$ cat src/rtl/pulse_link_pkg.sv
package pulse_link_pkg;
  typedef struct packed {
    logic set;
    logic clr;
  } pulse_t;
endpackage

$ cat src/rtl/pl_sync.sv
module pl_sync #(
  parameter int unsigned STAGES = 2
) (
  input  logic clk_i,
  input  logic rst_ni,
  input  logic d_i,
  output logic q_o
);
  logic [STAGES-1:0] sr_q;

  generate
    if (STAGES < 2) begin : g_bad
      $error("pl_sync needs at least two stages");
    end
  endgenerate

  always_ff @(posedge clk_i or negedge rst_ni) begin
    if (!rst_ni) sr_q <= '0;
    else         sr_q <= {sr_q[STAGES-2:0], d_i};
  end

  assign q_o = sr_q[STAGES-1];
endmodule

$ cat src/rtl/pl_encoder.sv
module pl_encoder
  import pulse_link_pkg::*;
#(
  parameter int unsigned REFRESH_CYC = 160
) (
  input  logic   clk_i,
  input  logic   rst_ni,
  input  logic   level_i,
  output pulse_t pulse_o
);
  localparam int unsigned CW = (REFRESH_CYC > 2) ? $clog2(REFRESH_CYC) : 1;
  localparam logic [CW-1:0] DUE = CW'(REFRESH_CYC - 1);

  logic [CW-1:0] cnt_q;
  logic          last_q;
  pulse_t        pulse_q;
  logic          edge_seen, due, fire;

  assign edge_seen = level_i ^ last_q;
  assign due       = (cnt_q == DUE);
  assign fire      = edge_seen | due;

  always_ff @(posedge clk_i or negedge rst_ni) begin
    if (!rst_ni) begin
      cnt_q   <= '0;
      last_q  <= 1'b0;
      pulse_q <= '0;
    end else begin
      last_q      <= level_i;
      cnt_q       <= fire ? '0 : cnt_q + 1'b1;
      pulse_q.set <= fire & level_i;
      pulse_q.clr <= fire & ~level_i;
    end
  end

  assign pulse_o = pulse_q;

  a_r2_no_overlap: assert property (@(posedge clk_i) disable iff (!rst_ni)
    !(pulse_q.set && pulse_q.clr));
  a_r2_set_single: assert property (@(posedge clk_i) disable iff (!rst_ni)
    pulse_q.set |=> !pulse_q.set);
  a_r2_clr_single: assert property (@(posedge clk_i) disable iff (!rst_ni)
    pulse_q.clr |=> !pulse_q.clr);
  a_r4_set_level: assert property (@(posedge clk_i) disable iff (!rst_ni)
    pulse_q.set |-> last_q);
  a_r5_edge_fires: assert property (@(posedge clk_i) disable iff (!rst_ni)
    (level_i != last_q) |=> (pulse_q.set || pulse_q.clr));
endmodule

$ cat src/rtl/pl_decoder.sv
module pl_decoder
  import pulse_link_pkg::*;
#(
  parameter int unsigned WDOG_CYC = 640
) (
  input  logic   clk_i,
  input  logic   rst_ni,
  input  pulse_t pulse_i,
  output logic   level_o,
  output logic   ok_o
);
  localparam int unsigned CW = (WDOG_CYC > 2) ? $clog2(WDOG_CYC) : 1;
  localparam logic [CW-1:0] LAST = CW'(WDOG_CYC - 1);

  logic [CW-1:0] wd_q;
  logic          level_q, ok_q, hit, expire;

  assign hit    = pulse_i.set | pulse_i.clr;
  assign expire = (wd_q == LAST);

  always_ff @(posedge clk_i or negedge rst_ni) begin
    if (!rst_ni) begin
      wd_q    <= '0;
      level_q <= 1'b0;
      ok_q    <= 1'b0;
    end else if (hit) begin
      wd_q    <= '0;
      ok_q    <= 1'b1;
      level_q <= pulse_i.set;
    end else if (expire) begin
      level_q <= 1'b0;
      ok_q    <= 1'b0;
    end else begin
      wd_q <= wd_q + 1'b1;
    end
  end

  assign level_o = level_q;
  assign ok_o    = ok_q;

  a_r2_rx_exclusive: assert property (@(posedge clk_i) disable iff (!rst_ni)
    !(pulse_i.set && pulse_i.clr));
  a_r6_rise_from_set: assert property (@(posedge clk_i) disable iff (!rst_ni)
    $rose(level_q) |-> $past(pulse_i.set));
  a_r6_fall_cause: assert property (@(posedge clk_i) disable iff (!rst_ni)
    $fell(level_q) |-> ($past(pulse_i.clr) || $fell(ok_q)));
  a_r7_low_when_down: assert property (@(posedge clk_i) disable iff (!rst_ni)
    !ok_q |-> !level_q);
  a_r8_ok_after_pulse: assert property (@(posedge clk_i) disable iff (!rst_ni)
    hit |=> ok_q);
endmodule

$ cat src/rtl/pulse_link.sv
module pulse_link
  import pulse_link_pkg::*;
#(
  parameter int unsigned SYNC_STAGES = 2,
  parameter int unsigned REFRESH_CYC = 160,
  parameter int unsigned WDOG_CYC    = 640
) (
  input  logic clk_i,
  input  logic rst_ni,
  input  logic data_i,
  output logic tx_set_o,
  output logic tx_clr_o,
  input  logic rx_set_i,
  input  logic rx_clr_i,
  output logic data_o,
  output logic link_ok_o
);
  generate
    if (WDOG_CYC <= REFRESH_CYC + 1) begin : g_bad_limits
      $error("WDOG_CYC must exceed REFRESH_CYC");
    end
  endgenerate

  logic   level_sync;
  pulse_t tx_pulse, rx_pulse;

  pl_sync #(.STAGES(SYNC_STAGES)) u_sync (
    .clk_i (clk_i),
    .rst_ni(rst_ni),
    .d_i   (data_i),
    .q_o   (level_sync)
  );

  pl_encoder #(.REFRESH_CYC(REFRESH_CYC)) u_enc (
    .clk_i  (clk_i),
    .rst_ni (rst_ni),
    .level_i(level_sync),
    .pulse_o(tx_pulse)
  );

  assign tx_set_o     = tx_pulse.set;
  assign tx_clr_o     = tx_pulse.clr;
  assign rx_pulse.set = rx_set_i;
  assign rx_pulse.clr = rx_clr_i;

  pl_decoder #(.WDOG_CYC(WDOG_CYC)) u_dec (
    .clk_i  (clk_i),
    .rst_ni (rst_ni),
    .pulse_i(rx_pulse),
    .level_o(data_o),
    .ok_o   (link_ok_o)
  );

  a_r1_quiet_in_reset: assert property (@(posedge clk_i)
    !rst_ni |-> !(tx_set_o || tx_clr_o || data_o || link_ok_o));
endmodule

$ cat config.mk
export PLATFORM = sky130hd
export DESIGN_NAME = pulse_link
export DESIGN_NICKNAME = d
export VERILOG_FILES = /design/src/rtl/pulse_link_pkg.sv /design/src/rtl/pl_sync.sv /design/src/rtl/pl_encoder.sv /design/src/rtl/pl_decoder.sv /design/src/rtl/pulse_link.sv
export SDC_FILE = /design/constraint.sdc
export NUM_CORES = 1
export LEC_CHECK = 0
export ABC_AREA = 1
export BUFFER_PORTS_ARGS = -buffer_cell sky130_fd_sc_hd__buf_2
export CORE_MARGIN = 2
export CORE_UTILIZATION = 30
export DETAILED_ROUTE_END_ITERATION = 10
export HOLD_SLACK_MARGIN = 0.08
export PLACE_DENSITY_LB_ADDON = 0.1
export SLEW_MARGIN = 10
export SYNTH_ARGS = -nofsm -noshare
export SYNTH_HDL_FRONTEND = slang
export SYNTH_HIERARCHICAL = 1
export SYNTH_SLANG_ARGS = --single-unit
export TNS_END_PERCENT = 10
$ cat constraint.sdc
create_clock -name clk_i -period 1.8 [get_ports clk_i]
set_input_delay 0.09 -clock clk_i [delete_from_list [all_inputs] [get_ports clk_i]]
set_output_delay 0.09 -clock clk_i [all_outputs]
set_load 0.03 [all_outputs]
==> metrics.md <==
| Metric | Value |
|---|---|
| Min Tclk post-route | 1.42 ns |
| Relative slew slack | 62.1% |
| Power Dens Cells | 725 mW/mm^2 |
| Sequential Area | 626 um^2 |
| Synth top area share | 51.7% |
| Die Ht | 67.5 um |
| Final Cycle Share | roughly four fifths |
| Top cells by area, synth | dfrtp_1 52%, nand2_1 12%, nor2_1 7.1%, nand3_1 6.2%, inv_1 4.3% |
| CTS tree | built |
| Cell Area, Synth | ~0.0012 mm^2 |
| Largest net degree at the start of global routing | 26 |
| Htree depth | 1 |
| Fin. Hold Viols | 0 |
| Layout area overhead | 15.0% |
| Clock transition at the registers of the reported paths | 0.09 ns |
| Skew final | 0.00788 ns |
| Port bufs | 8 |
| Multi-input logic area | about 530 um^2 |
| Setup violations, final | 0 |
| Starting Density | between 30% and 40% |
| Max FO, Critical Path | 6 |
| Io pins | 9 |
| Max Cap Violations | 0 |
| Setup TNS | 0 ns |
| Clock Tree Root | clkbuf_8 |
| Placed cell count | 202 |
| First-pass GRT wire length | between 4000 and 5000 um |
| Sequential fraction of the synthesis area | 51.7% |
| Setup Buffers After CTS | 0 |
| Critical Path RT | 1.96 ns |
| Placeable Area | 0.00394 mm^2 |
| CP Launch Type | flip-flop |
| GRT Total Usage | 11.9% |
| LEAKAGE | ~0.66 nW |
| Final Non-Filler Cells | about 210 |
| Commonest non-fill, non-tap cell in the layout | nand2_1 |
| Total number of vias | 918 |
| Final #Nets | ~170 |
| Max-slew violations | 0 |
| Antenna cell count | 0 |
| Syn nets | between 150 and 200 |
| Initial DRC count | 34 |
| Share of cells above drive strength 1 | 14.5% |
| Actual slew at the worst max-slew pin | 0.568 ns |
| WHS | approximately 0.21 ns |
| Most frequent cells in the layout | 38 x nand2_1, 25 x dfrtp_1, 23 x nor2_1 |
| RSZ-0062 raised after global routing | no |
| CP arrival | around 1.6 ns |
| Outcome | finished, final reports clean |
| HP Class | in2reg |
| Highest Clock Rate | 705 MHz |
| Hpwl dp | 1660 um |
| Total Wirelength | 2250 um |
| Routed vias/inst | roughly 4.4 |
| Yosys reg bits | 25 |
| Worst setup EP type | flip-flop |
| DR pass1 iterations | 4 |
| Maximum vdd drop | 0.238 mV |
| DRC | 0 |
| Avg Inst Size Synth | around 8.4 um^2 |
| CTS Buf Count | 3 |
| GRT Residual Overflow | 0 |
| # fillers | slightly above 400 |
| Initial antenna violation count | 0 |
| Remaining antenna violation count | 0 |
| Ys Warns | 6 |
| Max clock buf depth | 2 |
| RD Place Congestion | 0.824 |
| Syn Inst Count | 144 |
| Distinct cells, synth | 19 |
| Final Cell Area | 0.00139 mm^2 |
| CP Class | reg2reg |
| Chip width | 67.5 um |
| Placed Area | 0.00132 mm^2 |
| Drt wl/cell | 10.7 um |
| Number of gates resized after CTS | 0 |
| Clock sinks | 25 |
| Die area | about 0.0046 mm^2 |
| Site Rows | 23 |
| Clk_lat worst skew | 0.26 ns |
| Synth area leader | dfrtp_1 |
| Number of global-route vias before repair | between 900 and 1000 |
worst max-delay path, stage by stage (launching register included):
cell,delay (ns)
dfrtp_1,0.44
ha_1,0.24
nand3_2,0.12
nor2_1,0.17
nand3_2,0.18
nand3_1,0.11
nand2_1,0.05
area by class of cell:
type / count / area share (%)
well taps: 50 / 4.50
clock buffers: 3 / 2.97
flip-flops and latches: 25 / 45.0
multi-input cells: 104 / 37.9
clock inverters: 1 / 0.360
repair buffers: 12 / 5.58
inverters: 14 / 3.78
stage by stage:
| step | power (mW) | setup WS, ns | utilization, % |
|---|---|---|---|
| 3_5_place_dp | 0.694 | 0.398 | 33.4 |
| 2_1_floorplan | 0.660 | 0.581 | - |
| 6_report | 1.01 | 0.382 | 35.3 |
| 5_1_grt | 1.07 | 0.236 | 35.3 |
| 4_1_cts | 1.04 | 0.387 | 35.3 |
| 3_3_place_gp | 0.691 | 0.455 | 33.4 |
per-layer routing:
layer | track usage, % | routed length [um]
met2 | 19.5 | 1020
met4 | 5.36 | 25
met3 | 2.00 | 51
met5 | 0 | 0
met1 | 15.3 | 1150
Yosys cell counts:
| library cell | count |
|---|---|
| nor2_4 | 1 |
| nor3_1 | 4 |
| nand2_2 | 3 |
| a21boi_2 | 2 |
| nand3_2 | 2 |
| buf_2 | 1 |
| o21bai_1 | 2 |
| nand3_1 | 15 |
| nand4_1 | 3 |
| nand2_1 | 38 |
| xnor2_1 | 2 |
| or2_2 | 1 |
| nand2_4 | 1 |
| dfrtp_1 | 25 |
| a21oi_1 | 2 |
| inv_1 | 14 |
| ha_1 | 2 |
| nor2_1 | 23 |
| xor2_1 | 3 |
cells by family (layout without fill, tap and decap cells):
family | after synthesis | after routing | share of synthesized area, %
flip-flops | 25 | 25 | 51.7
AND/OR/NAND/NOR | 91 | 91 | 33.9
XOR/XNOR | 5 | 5 | 3.62
buffers and inverters | 15 | 30 | 4.76
adder cells (fa/ha/maj) | 2 | 2 | 2.07
AO/OA/AOI/OAI | 6 | 6 | 3.93
flip-flops by register name (all words and copies together) (netlist names):
| register | cells |
|---|---|
| u_enc/last_q | 1 |
| u_enc/cnt_q | 8 |
| u_enc/pulse_o | 2 |
| u_sync/sr_q | 2 |
| u_dec/level_o | 1 |
| u_dec/wd_q | 10 |
| u_dec/ok_o | 1 |
power by group:
part	switching [mW]	total [mW]	internal [mW]
sequential	0.0188	0.601	0.582
combinational	0.0519	0.0842	0.0323
clock	0.170	0.324	0.154
total	0.241	1.01	0.768
final timing paths:
check | startpoint | endpoint | slack (ns) | cells past startpoint
worst min register to register | u_sync/sr_q[0] | u_sync/sr_q[1] | 0.36 | 0
worst max-delay path | u_dec/wd_q[0] | u_dec/level_o | 0.38 | 6
worst min-delay path | rx_clr_i | u_dec/ok_o | 0.21 | 4
worst max register to register | u_dec/wd_q[0] | u_dec/level_o | 0.38 | 6
max in group asynchronous | rst_ni | u_enc/cnt_q[7] | 1.08 | 2
min in group asynchronous | rst_ni | u_dec/wd_q[1] | 0.35 | 2
repair_timing:
action                                 CTS  global route
hold buffers                             3             0
endpoints found under the hold margin   27             0
setup endpoints to repair                0             0
Note: power is estimated with default switching activity, not from simulation.
